$ cat src/rtl/avsw_i2c_pkg.sv
package avsw_i2c_pkg;
  localparam int BYTE_BITS = 8;
  localparam int CNT_W     = $clog2(BYTE_BITS + 1);

  typedef enum logic [2:0] {
    ST_IDLE, ST_ADDR, ST_AACK, ST_WR, ST_WACK, ST_RD, ST_RACK
  } slv_state_t;

  typedef enum logic [1:0] {
    LVL_LOW = 2'b00, LVL_MID = 2'b01, LVL_HIGH = 2'b10, LVL_SPARE = 2'b11
  } lvl_code_t;

  typedef struct packed {
    logic open;
    logic sel;
  } pin_flags_t;
endpackage

$ cat src/rtl/avsw_line_filter.sv
module avsw_line_filter #(
  parameter int FILT_LEN = 3
) (
  input  logic clk,
  input  logic rst_n,
  input  logic line_i,
  output logic line_o
);
  localparam int CW = $clog2(FILT_LEN + 1);

  logic [1:0]    sync_q;
  logic [CW-1:0] run_q;
  logic          filt_q;

  always_ff @(posedge clk or negedge rst_n) begin
    if (!rst_n) begin
      sync_q <= 2'b11;
      run_q  <= '0;
      filt_q <= 1'b1;
    end else begin
      sync_q <= {sync_q[0], line_i};
      if (sync_q[1] == filt_q) begin
        run_q <= '0;
      end else if (run_q == CW'(FILT_LEN - 1)) begin
        filt_q <= sync_q[1];
        run_q  <= '0;
      end else begin
        run_q <= run_q + CW'(1);
      end
    end
  end

  assign line_o = filt_q;

  // the clean line only moves after the synchronised line disagreed with it
  a_r11_filter_follows: assert property (@(posedge clk) disable iff (!rst_n)
    (filt_q != $past(filt_q)) |-> ($past(sync_q[1]) != $past(filt_q)));
endmodule

$ cat src/rtl/avsw_level_decode.sv
module avsw_level_decode
  import avsw_i2c_pkg::*;
(
  input  logic [1:0] code_i,
  output pin_flags_t flags_o
);
  always_comb begin
    unique case (lvl_code_t'(code_i))
      LVL_LOW:  flags_o = '{open: 1'b0, sel: 1'b1};
      LVL_HIGH: flags_o = '{open: 1'b1, sel: 1'b0};
      default:  flags_o = '{open: 1'b0, sel: 1'b0};
    endcase
  end

  // a pin can never read as both open and selected
  always_comb begin
    a_r7_not_both: assert (!(flags_o.open && flags_o.sel));
  end
endmodule

$ cat src/rtl/avsw_i2c_slave.sv
module avsw_i2c_slave
  import avsw_i2c_pkg::*;
#(
  parameter int         FILT_LEN = 3,
  parameter logic [5:0] ADDR_HI  = 6'b100100
) (
  input  logic       clk,
  input  logic       rst_n,
  input  logic       scl_i,
  input  logic       sda_i,
  output logic       sda_oe_o,
  input  logic       addr_sel_i,
  input  logic [1:0] s1_level_i,
  input  logic [1:0] s2_level_i,
  output logic [7:0] ctrl1_o,
  output logic [7:0] ctrl2_o
);
  localparam int N_LINES = 2;
  localparam int N_PINS  = 2;

  // ---- line conditioning: index 0 = SCL, 1 = SDA
  logic [N_LINES-1:0] raw_lines, clean_lines;
  assign raw_lines = {sda_i, scl_i};

  for (genvar g = 0; g < N_LINES; g++) begin : g_line
    avsw_line_filter #(.FILT_LEN(FILT_LEN)) i_filt (
      .clk    (clk),
      .rst_n  (rst_n),
      .line_i (raw_lines[g]),
      .line_o (clean_lines[g])
    );
  end

  // ---- three-level sense pins
  logic [1:0] lvl_codes [N_PINS];
  pin_flags_t pin_flags [N_PINS];
  assign lvl_codes[0] = s1_level_i;
  assign lvl_codes[1] = s2_level_i;

  for (genvar p = 0; p < N_PINS; p++) begin : g_pin
    avsw_level_decode i_dec (
      .code_i  (lvl_codes[p]),
      .flags_o (pin_flags[p])
    );
  end

  // ---- bus events
  logic scl_f, sda_f, scl_d, sda_d;
  logic scl_rise, scl_fall, start_ev, stop_ev;
  assign scl_f    = clean_lines[0];
  assign sda_f    = clean_lines[1];
  assign scl_rise = scl_f & ~scl_d;
  assign scl_fall = ~scl_f & scl_d;
  assign start_ev = scl_f & scl_d & sda_d & ~sda_f;
  assign stop_ev  = scl_f & scl_d & ~sda_d & sda_f;

  // ---- byte engine
  slv_state_t       state_q;
  logic [CNT_W-1:0] bit_q;
  logic [7:0]       sh_q, tx_q;
  logic             oe_q, rw_q, pon_q;
  logic [1:0]       widx_q;
  logic [7:0]       status_byte;
  logic             own_addr, byte_full;

  assign status_byte = {pon_q, pin_flags[0].open, pin_flags[0].sel,
                        pin_flags[1].open, pin_flags[1].sel, 3'b000};
  assign own_addr    = (sh_q[7:1] == {ADDR_HI, addr_sel_i});
  assign byte_full   = (bit_q == CNT_W'(BYTE_BITS));

  always_ff @(posedge clk or negedge rst_n) begin
    if (!rst_n) begin
      state_q <= ST_IDLE;
      bit_q   <= '0;
      sh_q    <= '0;
      tx_q    <= '0;
      oe_q    <= 1'b0;
      rw_q    <= 1'b0;
      pon_q   <= 1'b1;
      widx_q  <= '0;
      ctrl1_o <= '0;
      ctrl2_o <= '0;
      scl_d   <= 1'b1;
      sda_d   <= 1'b1;
    end else begin
      scl_d <= scl_f;
      sda_d <= sda_f;
      if (start_ev) begin
        state_q <= ST_ADDR;
        bit_q   <= '0;
        oe_q    <= 1'b0;
      end else if (stop_ev) begin
        state_q <= ST_IDLE;
        oe_q    <= 1'b0;
      end else begin
        unique case (state_q)
          ST_ADDR: begin
            if (scl_rise) begin
              sh_q  <= {sh_q[6:0], sda_f};
              bit_q <= bit_q + CNT_W'(1);
            end else if (scl_fall && byte_full) begin
              if (own_addr) begin
                oe_q    <= 1'b1;
                rw_q    <= sh_q[0];
                state_q <= ST_AACK;
              end else begin
                state_q <= ST_IDLE;
              end
            end
          end
          ST_AACK: begin
            if (scl_fall) begin
              bit_q <= '0;
              if (rw_q) begin
                tx_q    <= status_byte;
                oe_q    <= ~status_byte[7];
                pon_q   <= 1'b0;
                state_q <= ST_RD;
              end else begin
                oe_q    <= 1'b0;
                widx_q  <= '0;
                state_q <= ST_WR;
              end
            end
          end
          ST_WR: begin
            if (scl_rise) begin
              sh_q  <= {sh_q[6:0], sda_f};
              bit_q <= bit_q + CNT_W'(1);
            end else if (scl_fall && byte_full) begin
              oe_q    <= 1'b1;
              state_q <= ST_WACK;
              if (widx_q == 2'd0) ctrl1_o <= sh_q;
              else if (widx_q == 2'd1) ctrl2_o <= sh_q;
              if (widx_q != 2'd2) widx_q <= widx_q + 2'd1;
            end
          end
          ST_WACK: begin
            if (scl_fall) begin
              oe_q    <= 1'b0;
              bit_q   <= '0;
              state_q <= ST_WR;
            end
          end
          ST_RD: begin
            if (scl_rise) begin
              bit_q <= bit_q + CNT_W'(1);
            end else if (scl_fall) begin
              if (byte_full) begin
                oe_q    <= 1'b0;
                state_q <= ST_RACK;
              end else begin
                tx_q <= {tx_q[6:0], 1'b0};
                oe_q <= ~tx_q[6];
              end
            end
          end
          ST_RACK: begin
            if (scl_fall) state_q <= ST_IDLE;
          end
          default: ;
        endcase
      end
    end
  end

  assign sda_oe_o = oe_q;

  // nothing is driven while idle
  a_r2_idle_quiet: assert property (@(posedge clk) disable iff (!rst_n)
    (state_q == ST_IDLE) |-> !sda_oe_o);

  // a foreign address ends in idle without an acknowledge
  a_r2_foreign_addr: assert property (@(posedge clk) disable iff (!rst_n)
    (state_q == ST_ADDR && !start_ev && !stop_ev && scl_fall && byte_full && !own_addr)
      |=> (state_q == ST_IDLE && !sda_oe_o));

  // routing words only move during a write data phase
  a_r3_ctrl_only_in_write: assert property (@(posedge clk) disable iff (!rst_n)
    (state_q != ST_WR) |=> ($stable(ctrl1_o) && $stable(ctrl2_o)));

  // once two bytes are taken, further bytes leave both words alone
  a_r4_extra_ignored: assert property (@(posedge clk) disable iff (!rst_n)
    (widx_q == 2'd2) |=> ($stable(ctrl1_o) && $stable(ctrl2_o)));

  // the power-up flag never comes back once cleared
  a_r8_pon_sticky: assert property (@(posedge clk) disable iff (!rst_n)
    !pon_q |=> !pon_q);

  // a stop always releases the data line
  a_r9_release_on_stop: assert property (@(posedge clk) disable iff (!rst_n)
    stop_ev |=> !sda_oe_o);

  // SDA is pulled only in acknowledge or read-data states
  a_r9_drive_states: assert property (@(posedge clk) disable iff (!rst_n)
    sda_oe_o |-> (state_q inside {ST_AACK, ST_WACK, ST_RD}));
endmodule

$ cat config.mk
export PLATFORM = sky130hd
export DESIGN_NAME = avsw_i2c_slave
export DESIGN_NICKNAME = d
export VERILOG_FILES = /design/src/rtl/avsw_i2c_pkg.sv /design/src/rtl/avsw_line_filter.sv /design/src/rtl/avsw_level_decode.sv /design/src/rtl/avsw_i2c_slave.sv
export SDC_FILE = /design/constraint.sdc
export NUM_CORES = 1
export LEC_CHECK = 0
export BUFFER_PORTS_ARGS = -buffer_cell sky130_fd_sc_hd__buf_2
export CORE_MARGIN = 4
export CORE_UTILIZATION = 35
export DETAILED_ROUTE_END_ITERATION = 10
export GPL_TIMING_DRIVEN = 0
export MAX_ROUTING_LAYER = met4
export PLACE_DENSITY_LB_ADDON = 0.1
export SKIP_CTS_REPAIR_TIMING = 1
export SLEW_MARGIN = 20
export SYNTH_ARGS = -nofsm -noshare
export SYNTH_HDL_FRONTEND = slang
export SYNTH_HIERARCHICAL = 1
export SYNTH_SLANG_ARGS = --single-unit
$ cat constraint.sdc
create_clock -name clk -period 2.11 [get_ports clk]
set_input_delay 0.422 -clock clk [delete_from_list [all_inputs] [get_ports clk]]
set_output_delay 0.422 -clock clk [all_outputs]
set_load 0.03 [all_outputs]
==> results.ini <==
[sta]
hold_viol_final=0
max-slew-margin-rel=0.523
rsz0062_at_grt=no
fmax_ghz=0.502
tns_ns=0
setup_viol=0
period_share=0.944
setup_ws_ns=0.119
max_slew.worst_pin.slew_ns=0.713
slew_viol_final=0
finClkSkew_ns=0.00571
period_needed_ns=1.99

[setup_path]
rr_startpoint=scl_d
cp-end-kind=flip-flop
cp_max_fo=10
path_cells=nand2b_1 -> buf_6 -> or2_4 -> nor2_4 -> and4b_1 -> buf_6 -> mux2_4
ff2ff_path_depth=7
critPathKind=reg -> reg
path_delay_family=simple AND/OR/NAND/NOR gates
cp-start-kind=flip-flop
crit_buf_inv=2
arrival_ns=2.19
crit_top_cell=buf_6
reg2reg_to=ctrl2_o[1]
crit_cells=7
max_stage_delay_ns=0.58
slowest_stage=dfstp_2
crit_start=scl_d
reg2reg_setup_slack_ns=0.12
critPathCapture=ctrl2_o[1]
crit_required_ns=2.31

[drt]
dr.pass1.iters=4
num_vias=1615
drtAntennaViolNets=0
drt_wl_total_microns=4740
drc_errors=0
drt_iter0_markers=87
viasPerCell=4.82
wl_per_cell_microns=14.1

[global_route]
grt_pass1_wl_microns=8400
grt_max_degree=53
gr-total-overflow=0
antenna_found_initial=0
grtUsageTotal=0.126
grt_pass1_vias=1656

[floorplanning]
ios=26
dieHeight_microns=92.7
rows=30
dieArea_sq_um=8590
die_w_microns=92.7
coreArea_sq_um=6870
start_util=0.365

[placement]
place_ws_ns=0.120
dp_hpwl_microns=3220
io_buffer_count=25
place_inst=326
gp_congestion=0.811

[clock_tree]
clk-insertion-delay-late_ns=0.31
h-tree-depth=2
cts_sinks=52
clockBufferDepth=2
cts_buffers=5
cts_root_buf=clkbuf_8
cts_tree=built
clkTransAtPathRegs_ns=0.10

[synthesis]
async_flop_share=1.00
ys_warn_count=6
synth.avg_cell_area_sq_um=12.2
synth.distinct_cells=48
netlist.area_leader.share=0.429
syn_nets=219
syn_area_sq_um=2510
synth.area.top_cells=dfrtp_1, dfstp_2, mux2_2, mux2_4, ha_1
synth_cells=205
synth_top_area_cell=dfrtp_1
ys.flop_type=dfrtp_1
ys_ff_latch=52
synth_edf_count=0
ys_seq_area_frac=0.523

[worst_hold_path]
hp-class=in -> async

[final_layout]
nets=252
drive_gt1_frac=0.377
final_cells=335
final_common_cell=dfrtp_1
layout_common_cells=dfrtp_1, buf_2, mux2_2
fillCellCount=655
final_util=0.417
antenna_cells=0
syn_to_final_growth_pct=14.1

[pwr]
leakagePower_uw=0.00132
max-vdd-ir-drop_mv=0.288
cellPowerDensity_nw_per_um2=925

[flow_run]
maxCapViolations=0

[outcome]
outcome=complete, no violations

[synthesized netlist by cell type, types with 2 or more instances]
cell type,count
nand4b_1,2
nand2_1,10
nand3b_1,4
dfrtp_1,43
a21oi_1,11
nor3b_1,3
buf_6,2
nor2b_4,4
xnor2_1,4
buf_2,2
nand3_1,8
mux2_4,10
mux2i_1,3
a31oi_1,2
nor2b_1,2
and3_1,2
inv_1,7
nor3_1,3
nand2b_1,5
mux2_2,19
dfstp_2,9
or2_2,2
or3_1,2
o211ai_1,2
ha_1,5
nor2_1,12
o21ai_0,6
[kinds of logic (layout without fill, tap and decap cells)]
kind of cell | Yosys count | count (layout) | synth area share
AOI/OAI and AO/OA | 30 | 30 | 0.0773
xor gates and xnor gates | 4 | 4 | 0.0140
adders and majority gates | 5 | 5 | 0.0249
buffers and inverters | 12 | 46 | 0.0249
DFF | 52 | 52 | 0.523
muxes | 33 | 33 | 0.162
and+or+nand+nor | 69 | 69 | 0.174
[through the flow]
stage	total power [uW]	instance area (sq um)	hold slack (ns)
after floorplan	1880	2510	0.126
after global placement	2070	2760	0.346
after detailed placement	2070	2760	0.348
after CTS	2680	2850	0.164
after global routing	2850	2860	0.184
final	2650	2860	0.126
[cell type report]
type / instances / area, sq um / area share
repair buffers: 26 / 135 / 0.0472
clock inverters: 3 / 21.3 / 0.00743
well taps: 96 / 120 / 0.0420
multi-input cells: 141 / 1140 / 0.399
flip-flops and latches: 52 / 1310 / 0.458
plain buffers: 5 / 36.3 / 0.0127
inverters: 7 / 26.3 / 0.00918
clock buffers: 5 / 68.8 / 0.0240
[how the worst min path moves through the flow]
stage                               startpoint                    endpoint  slack [ns]
floorplan                                rst_n                    bit_q[0]        0.13
global placement    g_line[1].i_filt/sync_q[0]  g_line[1].i_filt/sync_q[1]        0.35
detailed placement  g_line[1].i_filt/sync_q[0]  g_line[1].i_filt/sync_q[1]        0.35
CTS                                      rst_n                    bit_q[2]        0.16
global route                             scl_i  g_line[0].i_filt/sync_q[0]        0.18
finish                                   rst_n                    bit_q[2]        0.13
[registers in the layout (all words and copies together), names as in the netlist, 2 cells and up]
name and cells:
bit_q 4, ctrl1_o 8, ctrl2_o 8, g_line.i_filt/line_o 2
g_line.i_filt/run_q 4, g_line.i_filt/sync_q 4, sh_q 8, state_q 3
tx_q 4, widx_q 2
[routing by layer]
metal,GRT usage,share of wire,up-vias,routed length (microns)
met5,-,0,-,0
met4,0.0403,0.0097,0,46
met3,0.0268,0.024,5,116
met2,0.179,0.44,24,2080
met1,0.179,0.53,786,2490
li1,-,-,800,-
[where the power goes]
group	switching (uW)	total [uW]	leakage, uW	internal [uW]
sequential	198	1380	0.000663	1180
clock	348	584	0.0000445	236
combinational	345	686	0.000612	342
(Power assumes the default switching activity.)
